### src/rtl/shiftrot_pkg.sv
package shiftrot_pkg;

    typedef enum logic [1:0] {
        OP_ARITH = 2'b00,
        OP_LOGIC = 2'b01,
        OP_ROT   = 2'b10,
        OP_ROTX  = 2'b11
    } shop_e;

endpackage

### src/rtl/shiftrot_decode.sv
// Turns the signed amount and the named direction into an effective
// direction and an unsigned step count.
module shiftrot_decode #(
    parameter int AW = 5
) (
    input  logic [AW-1:0] amount,
    input  logic          right_named,
    output logic          right_eff,
    output logic [AW-1:0] magnitude
);
    logic negative;

    always_comb begin
        negative  = amount[AW-1];
        magnitude = negative ? (~amount + AW'(1)) : amount;
        right_eff = right_named ^ negative;
    end
endmodule

### src/rtl/shiftrot_step.sv
// One position of movement; passes everything through when not enabled.
module shiftrot_step
    import shiftrot_pkg::*;
#(
    parameter int W  = 16,
    parameter int CW = 5
) (
    input  logic          en,
    input  logic          right,
    input  shop_e         op,
    input  logic [W-1:0]  v_i,
    input  logic          x_i,
    input  logic          c_i,
    input  logic [CW-1:0] n_i,
    output logic [W-1:0]  v_o,
    output logic          x_o,
    output logic          c_o,
    output logic [CW-1:0] n_o
);
    logic lost;
    logic fill;

    always_comb begin
        lost = 1'b0;
        fill = 1'b0;
        v_o  = v_i;
        x_o  = x_i;
        c_o  = c_i;
        n_o  = n_i;
        if (en) begin
            if (right) begin
                lost = v_i[0];
                unique case (op)
                    OP_ARITH: fill = v_i[W-1];
                    OP_LOGIC: fill = 1'b0;
                    OP_ROT:   fill = v_i[0];
                    OP_ROTX:  fill = x_i;
                endcase
                v_o = {fill, v_i[W-1:1]};
                n_o = n_i + CW'(lost);
            end else begin
                lost = v_i[W-1];
                unique case (op)
                    OP_ARITH: fill = 1'b0;
                    OP_LOGIC: fill = 1'b0;
                    OP_ROT:   fill = v_i[W-1];
                    OP_ROTX:  fill = x_i;
                endcase
                v_o = {v_i[W-2:0], fill};
            end
            c_o = lost;
            if (op == OP_ROTX) begin
                x_o = lost;
            end
        end
    end
endmodule

### src/rtl/shiftrot_chain.sv
// Unrolled chain of single-position steps; stage k acts when k < magnitude.
module shiftrot_chain
    import shiftrot_pkg::*;
#(
    parameter int W  = 16,
    parameter int AW = 5,
    parameter int CW = 5
) (
    input  logic [W-1:0]  operand,
    input  logic [AW-1:0] magnitude,
    input  logic          right,
    input  shop_e         op,
    input  logic          carry_in,
    input  logic          xbit_in,
    output logic [W-1:0]  value,
    output logic          carry_out,
    output logic          xbit_out,
    output logic [CW-1:0] count
);
    localparam int STEPS = 2 ** (AW - 1);

    logic [W-1:0]  v_w [STEPS+1];
    logic          x_w [STEPS+1];
    logic          c_w [STEPS+1];
    logic [CW-1:0] n_w [STEPS+1];

    assign v_w[0] = operand;
    assign x_w[0] = xbit_in;
    assign c_w[0] = carry_in;
    assign n_w[0] = '0;

    for (genvar k = 0; k < STEPS; k++) begin : g_stage
        logic act;
        assign act = (magnitude > AW'(k));
        shiftrot_step #(.W(W), .CW(CW)) u_step (
            .en    (act),
            .right (right),
            .op    (op),
            .v_i   (v_w[k]),
            .x_i   (x_w[k]),
            .c_i   (c_w[k]),
            .n_i   (n_w[k]),
            .v_o   (v_w[k+1]),
            .x_o   (x_w[k+1]),
            .c_o   (c_w[k+1]),
            .n_o   (n_w[k+1])
        );
    end

    assign value     = v_w[STEPS];
    assign carry_out = c_w[STEPS];
    assign xbit_out  = x_w[STEPS];
    assign count     = n_w[STEPS];
endmodule

### src/rtl/shiftrot_unit.sv
module shiftrot_unit
    import shiftrot_pkg::*;
#(
    parameter int W  = 16,
    parameter int AW = 5
) (
    input  logic          clk,
    input  logic          rst_n,
    input  logic          in_valid,
    input  logic [W-1:0]  in_operand,
    input  logic [AW-1:0] in_amount,
    input  logic [1:0]    in_op,
    input  logic          in_right,
    input  logic          in_carry,
    input  logic          in_xbit,
    input  logic          in_weight,
    output logic          out_valid,
    output logic [W-1:0]  out_result,
    output logic          out_carry,
    output logic          out_xbit
);
    localparam int STEPS = 2 ** (AW - 1);
    localparam int CW    = $clog2(STEPS + 1);

    typedef struct packed {
        logic         valid;
        logic [W-1:0] result;
        logic         carry;
        logic         xbit;
    } out_t;

    out_t out_d, out_q;

    logic          right_eff;
    logic [AW-1:0] magnitude;
    logic [W-1:0]  moved;
    logic          carry_new;
    logic          xbit_new;
    logic [CW-1:0] weight_cnt;

    shiftrot_decode #(.AW(AW)) u_decode (
        .amount      (in_amount),
        .right_named (in_right),
        .right_eff   (right_eff),
        .magnitude   (magnitude)
    );

    shiftrot_chain #(.W(W), .AW(AW), .CW(CW)) u_chain (
        .operand   (in_operand),
        .magnitude (magnitude),
        .right     (right_eff),
        .op        (shop_e'(in_op)),
        .carry_in  (in_carry),
        .xbit_in   (in_xbit),
        .value     (moved),
        .carry_out (carry_new),
        .xbit_out  (xbit_new),
        .count     (weight_cnt)
    );

    always_comb begin
        out_d       = out_q;
        out_d.valid = in_valid;
        if (in_valid) begin
            out_d.result = in_weight ? {{(W-CW){1'b0}}, weight_cnt} : moved;
            out_d.carry  = carry_new;
            out_d.xbit   = xbit_new;
        end
    end

    always_ff @(posedge clk or negedge rst_n) begin
        if (!rst_n) begin
            out_q <= '0;
        end else begin
            out_q <= out_d;
        end
    end

    assign out_valid  = out_q.valid;
    assign out_result = out_q.result;
    assign out_carry  = out_q.carry;
    assign out_xbit   = out_q.xbit;
endmodule

### config.mk
export PLATFORM = sky130hd
export DESIGN_NAME = shiftrot_unit
export DESIGN_NICKNAME = d
export VERILOG_FILES = /design/src/rtl/shiftrot_pkg.sv /design/src/rtl/shiftrot_decode.sv /design/src/rtl/shiftrot_step.sv /design/src/rtl/shiftrot_chain.sv /design/src/rtl/shiftrot_unit.sv
export SDC_FILE = /design/constraint.sdc
export NUM_CORES = 1
export LEC_CHECK = 0
export BUFFER_PORTS_ARGS = -buffer_cell sky130_fd_sc_hd__buf_2
export CAP_MARGIN = 20
export CORE_ASPECT_RATIO = 1.1
export CORE_UTILIZATION = 41
export DETAILED_ROUTE_END_ITERATION = 8
export MAX_ROUTING_LAYER = met4
export PLACE_DENSITY = 0.61
export SYNTH_ARGS = -nofsm -noshare
export SYNTH_HDL_FRONTEND = slang
export SYNTH_SLANG_ARGS = --single-unit
### constraint.sdc
create_clock -name clk -period 0.8 [get_ports clk]
set_input_delay 0.16 -clock clk [delete_from_list [all_inputs] [get_ports clk]]
set_output_delay 0.16 -clock clk [all_outputs]
set_load 0.05 [all_outputs]
==> impl_metrics.py <==
metrics = {
    "outcome": {
        "status": "complete, but fails checks",
        "failed_checks": "design-rule violations, negative setup slack",
    },
    "global_routing": {
        "grt_busiest_layer": "met2",
        "antenna_found_initial": 1,
        "grt_use_met1": 0.545,
        "use_met3": 0.0692,
        "met2_usage": 0.801,
        "grt_max_degree": 67,
        "grt_pass1_wl_um": 113000,
        "first_global_vias": 19505,
        "overflow": 0,
        "grt_usage": 0.494,
    },
    "placed_design": {
        "numPortBuffers": 48,
        "gp_congestion": 1.08,
        "dp_hpwl_um": 59500,
        "post-place-cells": 2919,
        "dpl_cell_area_mm2": 0.0189,
        "pre_cts_ws_ns": -9.07,
    },
    "final_layout": {
        "fin_nets": 2671,
        "final_cell_mix": "859 x buf_4, 197 x nand2_1, 179 x nor2_1",
        "final_cell_area_mm2": 0.0203,
        "layout-drive-gt1-share": 0.462,
        "utilization": 0.705,
        "finalNonFillerCells": 2979,
        "syn_to_final_growth_pct": 68.1,
        "final_common_cell": "buf_4",
    },
    "critical_path": {
        "rrSetupSlack_ns": -0.26,
        "crit_fanout": 3,
        "path_class": "input port to flip-flop",
        "cpPeakStageDelay_ns": 0.34,
        "required_ns": 0.99,
        "worst_setup_path_start_kind": "input port",
        "slowest_stage": "or3_1",
        "cp.arrival_ns": 9.65,
        "cp_common_cell": "ha_4",
        "end_kind": "flip-flop",
    },
    "logic_synthesis": {
        "ys_ff_latch": 19,
        "synth_area_leader_cell": "nand2_1",
        "synth_cells": 1824,
        "synth_warnings": 0,
        "synth_edf_count": 0,
        "netlist_top_cells_area": "nand2_1 6.3%, nor2_1 5.8%, a21oi_1 5.4%",
        "syn-num-nets": 1884,
        "synth_ff_type": "dfrtp_1",
        "synth_area_mm2": 0.0121,
        "avgSynthCellArea_um2": 6.64,
        "async_flop_share": 1.00,
        "yosys.cell_types.count": 123,
        "synth_seq_area_share": 0.0393,
        "synth_top_cell_area_share": 0.0629,
    },
    "clocking": {
        "cts_sinks": 19,
        "htree_levels": 1,
        "clock_path_buffers": 2,
        "cts_tree": "yes",
        "cts-root-buf": "clkbuf_16",
        "clk_latency_ns": 0.25,
        "cts_buffers": 3,
        "path_clk_slew_ns": 0.06,
    },
    "floorplan": {
        "ios": 49,
        "fp.dieW_um": 166,
        "die_h_um": 182,
        "rows": 65,
        "initial_core_util": 0.419,
        "fp.dieArea_mm2": 0.0302,
        "core_mm2": 0.0289,
    },
    "timing": {
        "clock_skew_ns": 0,
        "worst_slew_pin_slew_ns": 0.735,
        "fmaxAchievable_mhz": 106,
        "fin_setup_tns_ns": -112.28,
        "worst_slack_ns": -8.67,
        "slew_viol_final": 0,
        "post-route-min-period_ns": 9.47,
        "finalSetupViolations": 37,
        "period_share": 11.8,
        "hold_violations": 0,
        "grt_setup_unrepaired": "yes",
        "relSlewSlack": 0.505,
    },
    "drt": {
        "drt_wl_total_um": 75200,
        "first_iter_violations": 2460,
        "dr.pass1.iters": 9,
        "ant_nets": 0,
        "num_vias": 20190,
        "wl_per_cell_um": 25.3,
        "drc": 2,
        "viasPerCell": 6.78,
    },
    "power_and_ir_drop": {
        "p_int_mw": 17.1,
        "power.density_mw_per_mm2": 1720,
        "sw_frac_of_total": 0.510,
        "p_leak_nw": 8.69,
        "comb_power_share": 0.931,
        "power_switching_mw": 17.9,
        "pwr-share-seq": 0.039,
        "power_frac_clock": 0.030,
        "vdd_drop_max_mv": 1.06,
    },
    "run": {
        "drv_cap": 0,
    },
    "min_path": {
        "min_path_type": "input port to flip-flop",
    },
}
-- cell type report --
cell class	instances	area [um2]
repair buffers	930	7190
inverters	27	111
clock inverters	1	5.00
flip-flops and latches	19	475
clock buffers	3	75.1
diodes	1	2.50
multi-input cells	1630	12000
fillers	2460	8520
well taps	368	460
-- power groups by stage --
stage	clock (mW)	combinational [mW]	sequential [mW]
floorplan	0	14.1	2.11
global placement	0	27.6	1.32
CTS	1.06	30.4	1.35
finish	1.05	32.6	1.36
detailed placement	0	28.2	1.32
global route	1.10	34.2	1.38
-- final timing paths --
check	from	endpoint	cells past startpoint
worst min register to register	out_result[10]	out_result[10]	1
worst max register to register	out_result[15]	out_result[15]	2
worst max-delay path	in_amount[0]	out_result[2]	53
min in group asynchronous	rst_n	out_valid	2
max in group asynchronous	rst_n	out_result[13]	2
worst min-delay path	in_valid	out_valid	2
-- timing repair --
item / in CTS / in global routing
endpoints found under the setup margin: 37 / 49
pin swaps: 35 / 30
buffers inserted: 35 / 22
hold endpoints to repair: 19 / 0
gates resized for setup: 128 / 67
hold buffers: 1 / 0
-- through the flow --
stage                     power (mW)  hold WS [ns]
after floorplan                 16.2        -0.136
after global placement          28.9         0.116
after detailed placement        29.5         0.126
after CTS                       32.8         0.269
after global routing            36.7         0.274
final                           35.0         0.271
-- flip-flops by register name, indices dropped and copies added (netlist names) --
signal      flops
out_carry       1
out_result     16
out_valid       1
out_xbit        1
-- cell usage after synthesis (all sizes together), types with 16 or more instances --
master / n
nand2: 205
nor2: 190
o21ai: 147
a21oi: 140
clkbuf: 91
nor3: 86
nand3: 69
a31oi: 61
a211oi: 57
buf: 57
o31ai: 47
o211ai: 41
nand4: 33
mux2i: 31
ha: 30
nor4: 29
inv: 27
o32ai: 25
o22ai: 24
o221ai: 22
a221oi: 20
a311oi: 20
and2: 19
dfrtp: 19
xnor2: 18
and3: 17
mux2: 17
o21a: 17
nand2b: 16
-- critical path: cells and delay by family --
kind	cells	cell delay, ns
AOI/OAI and AO/OA	11	1.61
adders and majority gates	17	3.95
buffers and inverters	7	0.63
muxes	6	1.67
and+or+nand+nor	12	1.61
-- layer usage --
layer | up-vias | wire [um] | share of wire
met2 | 1452 | 33800 | 0.45
met1 | 9443 | 27400 | 0.36
met3 | 453 | 6500 | 0.086
met5 | - | 0 | 0
li1 | 8842 | - | -
met4 | 0 | 7520 | 0.10
-- logic make-up after synthesis --
logic type / synth area share
simple gates: 0.291
compound gates: 0.490
mux: 0.0450
flops: 0.0393
fa+ha+maj: 0.0310
xor+xnor: 0.0372
buf+inv: 0.0666
Note: power is estimated with default switching activity, not from simulation.
